**config.mk**
```make
export PLATFORM = sky130hd
export DESIGN_NAME = usb_ipg_timer
export DESIGN_NICKNAME = d
export VERILOG_FILES = /design/src/rtl/usb_ipg_pkg.sv /design/src/rtl/usb_ipg_line_mon.sv /design/src/rtl/usb_ipg_gap_ctr.sv /design/src/rtl/usb_ipg_tx_gate.sv /design/src/rtl/usb_ipg_resp_wd.sv /design/src/rtl/usb_ipg_timer.sv
export SDC_FILE = /design/constraint.sdc
export NUM_CORES = 1
export LEC_CHECK = 0
export BUFFER_PORTS_ARGS = -buffer_cell sky130_fd_sc_hd__buf_4
export CAP_MARGIN = 5
export CORE_MARGIN = 8
export CORE_UTILIZATION = 51
export CTS_CLUSTER_DIAMETER = 30
export DETAILED_ROUTE_END_ITERATION = 12
export GPL_ROUTABILITY_DRIVEN = 0
export PLACE_DENSITY = 0.76
export SYNTH_ARGS = -nofsm -noshare
export SYNTH_HDL_FRONTEND = slang
export SYNTH_SLANG_ARGS = --single-unit
export TNS_END_PERCENT = 1
```
**constraint.sdc**
```tcl
create_clock -name clk -period 6.5 [get_ports clk]
set_input_delay 1.3 -clock clk [delete_from_list [all_inputs] [get_ports clk]]
set_output_delay 1.3 -clock clk [all_outputs]
set_load 0.03 [all_outputs]
```
**src/rtl/usb_ipg_pkg.sv**
```systemverilog
package usb_ipg_pkg;

    typedef enum logic [1:0] {
        LS_SE0 = 2'b00,
        LS_J   = 2'b01,
        LS_K   = 2'b10,
        LS_SE1 = 2'b11
    } line_t;

    localparam int unsigned MIN_HALF_BITS   = 4;
    localparam int unsigned HOST_LIMIT_HALF = 15;
    localparam int unsigned DET_LIMIT_HALF  = 13;
    localparam int unsigned CAPT_LIMIT_HALF = 15;

endpackage

```
**src/rtl/usb_ipg_line_mon.sv**
```systemverilog
module usb_ipg_line_mon
    import usb_ipg_pkg::*;
(
    input  logic       clk,
    input  logic       rst,
    input  logic [1:0] line_state,
    output logic       eop_end,
    output logic       sop
);

    typedef struct packed {
        line_t prev;
    } mon_t;

    mon_t  mon_d, mon_q;
    line_t cur;

    always_comb begin
        cur      = line_t'(line_state);
        mon_d    = mon_q;
        mon_d.prev = cur;
        eop_end  = (mon_q.prev == LS_SE0) && (cur == LS_J);
        sop      = (mon_q.prev == LS_J) && (cur == LS_K);
    end

    always_ff @(posedge clk) begin
        if (rst) begin
            mon_q.prev <= LS_J;
        end else begin
            mon_q <= mon_d;
        end
    end

endmodule

```
**src/rtl/usb_ipg_gap_ctr.sv**
```systemverilog
module usb_ipg_gap_ctr #(
    parameter int unsigned GAP_W = 6
) (
    input  logic             clk,
    input  logic             rst,
    input  logic             strobe,
    input  logic             eop_end,
    input  logic             sop,
    output logic [GAP_W-1:0] cnt,
    output logic [GAP_W-1:0] next_cnt,
    output logic             tick
);

    localparam logic [GAP_W-1:0] CNT_MAX = {GAP_W{1'b1}};

    typedef struct packed {
        logic [GAP_W-1:0] cnt;
        logic             idle;
    } ctr_t;

    ctr_t ctr_d, ctr_q;

    always_comb begin
        ctr_d    = ctr_q;
        next_cnt = (ctr_q.cnt == CNT_MAX) ? CNT_MAX : ctr_q.cnt + 1'b1;
        tick     = strobe && ctr_q.idle && !sop && !eop_end;
        if (eop_end) begin
            ctr_d.cnt  = '0;
            ctr_d.idle = 1'b1;
        end else if (sop) begin
            ctr_d.cnt  = '0;
            ctr_d.idle = 1'b0;
        end else if (tick) begin
            ctr_d.cnt  = next_cnt;
        end
        cnt = ctr_q.cnt;
    end

    always_ff @(posedge clk) begin
        if (rst) begin
            ctr_q.cnt  <= CNT_MAX;
            ctr_q.idle <= 1'b1;
        end else begin
            ctr_q <= ctr_d;
        end
    end

endmodule

```
**src/rtl/usb_ipg_tx_gate.sv**
```systemverilog
module usb_ipg_tx_gate
    import usb_ipg_pkg::*;
#(
    parameter int unsigned GAP_W = 6,
    parameter int unsigned CFG_W = 4
) (
    input  logic             clk,
    input  logic             rst,
    input  logic             tx_req,
    input  logic [CFG_W-1:0] gap_cfg,
    input  logic             tick,
    input  logic [GAP_W-1:0] next_cnt,
    output logic             tx_start
);

    localparam logic [GAP_W-1:0] MIN_T = GAP_W'(MIN_HALF_BITS);
    localparam logic [GAP_W-1:0] MAX_T = GAP_W'(HOST_LIMIT_HALF);

    typedef struct packed {
        logic pend;
        logic start;
    } gate_t;

    gate_t            gate_d, gate_q;
    logic [GAP_W-1:0] twice;
    logic [GAP_W-1:0] thresh;
    logic             req_pend;
    logic             grant;

    always_comb begin
        twice = GAP_W'({gap_cfg, 1'b0});
        if (twice < MIN_T) begin
            thresh = MIN_T;
        end else if (twice > MAX_T) begin
            thresh = MAX_T;
        end else begin
            thresh = twice;
        end
        req_pend     = gate_q.pend || tx_req;
        grant        = req_pend && tick && (next_cnt >= thresh);
        gate_d.pend  = req_pend && !grant;
        gate_d.start = grant;
        tx_start     = gate_q.start;
    end

    always_ff @(posedge clk) begin
        if (rst) begin
            gate_q <= '0;
        end else begin
            gate_q <= gate_d;
        end
    end

endmodule

```
**src/rtl/usb_ipg_resp_wd.sv**
```systemverilog
module usb_ipg_resp_wd
    import usb_ipg_pkg::*;
#(
    parameter int unsigned GAP_W = 6
) (
    input  logic             clk,
    input  logic             rst,
    input  logic             expect_resp,
    input  logic             captive_sel,
    input  logic             eop_end,
    input  logic             sop,
    input  logic             tick,
    input  logic [GAP_W-1:0] next_cnt,
    output logic             resp_timeout
);

    localparam logic [GAP_W-1:0] LIM_DET  = GAP_W'(DET_LIMIT_HALF);
    localparam logic [GAP_W-1:0] LIM_CAPT = GAP_W'(CAPT_LIMIT_HALF);

    typedef struct packed {
        logic armed;
        logic fired;
    } wd_t;

    wd_t              wd_d, wd_q;
    logic [GAP_W-1:0] limit;
    logic             late;

    always_comb begin
        limit = captive_sel ? LIM_CAPT : LIM_DET;
        late  = wd_q.armed && tick && (next_cnt > limit);
        wd_d  = wd_q;
        if (eop_end) begin
            wd_d.armed = expect_resp;
        end else if (sop || late) begin
            wd_d.armed = 1'b0;
        end
        wd_d.fired   = late;
        resp_timeout = wd_q.fired;
    end

    always_ff @(posedge clk) begin
        if (rst) begin
            wd_q <= '0;
        end else begin
            wd_q <= wd_d;
        end
    end

endmodule

```
**src/rtl/usb_ipg_timer.sv**
```systemverilog
module usb_ipg_timer #(
    parameter int unsigned GAP_W = 6,
    parameter int unsigned CFG_W = 4
) (
    input  logic             clk,
    input  logic             rst,
    input  logic [1:0]       line_state,
    input  logic             half_bit_strobe,
    input  logic             tx_req,
    input  logic             expect_resp,
    input  logic             captive_sel,
    input  logic [CFG_W-1:0] gap_cfg,
    output logic             tx_start,
    output logic             resp_timeout,
    output logic [GAP_W-1:0] gap_count
);

    logic             eop_end;
    logic             sop;
    logic             tick;
    logic [GAP_W-1:0] next_cnt;

    usb_ipg_line_mon u_line (
        .clk        (clk),
        .rst        (rst),
        .line_state (line_state),
        .eop_end    (eop_end),
        .sop        (sop)
    );

    usb_ipg_gap_ctr #(.GAP_W(GAP_W)) u_ctr (
        .clk      (clk),
        .rst      (rst),
        .strobe   (half_bit_strobe),
        .eop_end  (eop_end),
        .sop      (sop),
        .cnt      (gap_count),
        .next_cnt (next_cnt),
        .tick     (tick)
    );

    usb_ipg_tx_gate #(.GAP_W(GAP_W), .CFG_W(CFG_W)) u_gate (
        .clk      (clk),
        .rst      (rst),
        .tx_req   (tx_req),
        .gap_cfg  (gap_cfg),
        .tick     (tick),
        .next_cnt (next_cnt),
        .tx_start (tx_start)
    );

    usb_ipg_resp_wd #(.GAP_W(GAP_W)) u_wd (
        .clk          (clk),
        .rst          (rst),
        .expect_resp  (expect_resp),
        .captive_sel  (captive_sel),
        .eop_end      (eop_end),
        .sop          (sop),
        .tick         (tick),
        .next_cnt     (next_cnt),
        .resp_timeout (resp_timeout)
    );

endmodule

```
==> results.sh <==
export IMPL_status="complete, no violations"
export IMPL_wl_per_cell_um=14.2
export IMPL_synthArstFlopShare=0
export IMPL_slew_violations=0
export IMPL_crit_path_max_fanout=9
export IMPL_worstHoldPathType="flop to flop"
export IMPL_ioPinCount=20
export IMPL_pwr_share_comb=0.397
export IMPL_fin_cells=133
export IMPL_p_clk_frac=0.199
export IMPL_whs_path_depth=2
export IMPL_arrival_ps=2700
export IMPL_clock_sinks=13
export IMPL_n_antenna_cell=0
export IMPL_grt_first_pass_wirelength_um=3010
export IMPL_critPathCaptureType="flop"
export IMPL_ys_ff_latch=13
export IMPL_drtIter0Drc=11
export IMPL_grtUsageTotal=0.114
export IMPL_ys_warn_count=0
export IMPL_p_sw_mw=0.0914
export IMPL_cts_root_buf="clkbuf_4"
export IMPL_cts_made_buffers=3
export IMPL_synthToLayoutAreaGrowth_pct=14.3
export IMPL_grt_max_degree=14
export IMPL_p_int_mw=0.155
export IMPL_required_ps=6720
export IMPL_drc=0
export IMPL_die_y_um=57.7
export IMPL_fin_skew_ps=5.27
export IMPL_sw_frac_of_total=0.371
export IMPL_dp_cells=129
export IMPL_critPathKind="flop to flop"
export IMPL_ir_drop_mv=0.120
export IMPL_clk_latency_ps=270
export IMPL_synth_edf_count=0
export IMPL_avgSynthCellArea_um2=8.68
export IMPL_avgViaCountPerCell=5.63
export IMPL_leakagePower_nw=0.444
export IMPL_finalSetupTns_ps=0
export IMPL_final_nets=135
export IMPL_cts_setup_buffers=0
export IMPL_power_mw=0.246
export IMPL_reg2reg_slack_ps=4020
export IMPL_relSlewSlack=0.767
export IMPL_yosys_cell_types_count=43
export IMPL_netlist_instances=102
export IMPL_drt_wl_total_um=1880
export IMPL_reg2regPathDepth=8
export IMPL_syn_area_um2=886
export IMPL_port_buffer_count=19
export IMPL_die_area_um2=3330
export IMPL_first_pass_iters=4
export IMPL_dpl_hpwl_um=1440
export IMPL_fmax_mhz=404
export IMPL_hold_viol=0
export IMPL_cap_viol_max_count=0
export IMPL_overflow=0
export IMPL_holdBufCountCts=0
export IMPL_seqPwrFrac=0.404
export IMPL_rsz0062_at_grt="no"
export IMPL_critPathLaunchType="flop"
export IMPL_tightest_slew_ps=350
export IMPL_worst_hold_path_endpoint="u_wd.wd_q[1]"
export IMPL_reg2reg_from="u_ctr.cnt[0]"
export IMPL_setup_viol=0
export IMPL_ant_nets=0
export IMPL_ys_flop_type="dfxtp_1"
export IMPL_antenna_found_initial=0
export IMPL_layout_drive_gt1_share=0.259
export IMPL_reg2reg_to="u_wd.resp_timeout"
export IMPL_h_tree_depth=1
export IMPL_synth_seq_area_share=0.294
export IMPL_cts_tree="built"
export IMPL_core_um2=1670
export IMPL_period_share=0.381
export IMPL_path_clk_slew_ps=80
export IMPL_vias=749
export IMPL_rows=15
export IMPL_clk_path_buf_depth=2
export IMPL_grt_pass1_vias=704
export IMPL_initial_utilization=0.530
export IMPL_cellPowerDensity_nw_per_um2=243
export IMPL_die_x_um=57.7
export IMPL_ctsResizeCount=0
export IMPL_min_from="u_wd.wd_q[1]"
export IMPL_fin_crit_ps=2480
export IMPL_synth_net_count=120
logic make-up (layout without fill, tap and decap cells):
logic type                 count (synthesis)  after routing  synth area share
AOI/OAI and AO/OA                         26             26             0.222
adders and majority gates                  6              6            0.0847
buffers and inverters                     13             27            0.0890
DFF                                       13             13             0.294
muxes                                      2              2            0.0254
and+or+nand+nor                           42             42             0.285
power groups by stage:
stage	logic, mW	clock network [mW]	registers, mW
floorplan	0.0811	0	0.0971
global placement	0.0956	0	0.101
detailed placement	0.0980	0	0.101
CTS	0.0985	0.0500	0.0991
global route	0.108	0.0545	0.101
finish	0.0976	0.0490	0.0994
stage by stage:
step	setup slack (ps)	utilization	hold WS (ps)	cell area (um^2)
global route	3840	0.606	545	1010
global placement	3830	0.590	486	986
detailed placement	3800	0.590	490	986
floorplan	4040	-	465	886
CTS	4000	0.606	502	1010
finish	4020	0.606	500	1010
cell usage after synthesis, types with 2 or more instances:
| master | n | area share |
|---|---|---|
| a21o_1 | 2 | 0.017 |
| a21oi_1 | 2 | 0.011 |
| a311o_1 | 2 | 0.023 |
| and2_1 | 3 | 0.021 |
| and3_1 | 2 | 0.014 |
| and4_1 | 2 | 0.020 |
| buf_4 | 6 | 0.051 |
| clkbuf_1 | 2 | 0.0085 |
| dfxtp_1 | 13 | 0.29 |
| ha_1 | 6 | 0.085 |
| inv_1 | 4 | 0.017 |
| nand2_1 | 3 | 0.013 |
| nand2b_1 | 3 | 0.021 |
| nand3_1 | 2 | 0.011 |
| nor2_1 | 12 | 0.051 |
| nor2b_1 | 2 | 0.014 |
| nor3b_1 | 2 | 0.017 |
| o21ai_0 | 6 | 0.034 |
| o21bai_1 | 4 | 0.034 |
worst max-delay path, cell delays in order, from the launching register on:
cell and delay, ps:
dfxtp_1 470, ha_1 340, nand2_1 130, o21bai_1 280
ha_1 290, nand4b_1 190, a2111oi_2 410, o2bb2ai_1 170
and2b_1 150
worst max-delay path by stage:
stage / startpoint / to / slack (ps) / cells past startpoint
after floorplan: captive_sel / u_wd.resp_timeout / 4040 / 6
after global placement: gap_cfg[2] / u_gate.gate_q[1] / 3830 / 7
after detailed placement: gap_cfg[2] / u_gate.gate_q[1] / 3800 / 7
after CTS: u_ctr.cnt[0] / u_wd.resp_timeout / 4000 / 8
after global routing: u_ctr.cnt[0] / u_wd.resp_timeout / 3840 / 8
final: u_ctr.cnt[0] / u_wd.resp_timeout / 4020 / 8
routing by layer:
layer / wire length [um] / track usage / up-vias
met1: 836 / 0.128 / 337
met3: 115 / 0.0530 / 2
met2: 923 / 0.193 / 17
li1: - / - / 393
met4: 6 / 0.0210 / 0
met5: 0 / 0 / -
cells in the final DEF (no fill, tap or decap), types with 3 or more instances in the layout:
| master | n |
|---|---|
| buf_4 | 19 |
| dfxtp_1 | 13 |
| nor2_1 | 12 |
| o21ai_0 | 6 |
| ha_1 | 6 |
| inv_1 | 4 |
| o21bai_1 | 4 |
| nand2_1 | 3 |
| and2_1 | 3 |
| nand2b_1 | 3 |
| clkbuf_4 | 3 |
registers in the layout (all words and copies together) (netlist names):
signal,flops
u_ctr.cnt,6
u_ctr.ctr_q,1
u_gate.gate_q,1
u_gate.tx_start,1
u_line.mon_q,2
u_wd.resp_timeout,1
u_wd.wd_q,1
cell type report:
cell class	count	area, um^2
clock buffers	4	26.3
fillers	165	658
inverters	4	15.0
multi-input cells	76	547
flip-flops and latches	13	260
well taps	17	21.3
repair buffers	19	143
Power figures use the tool's default switching activity.
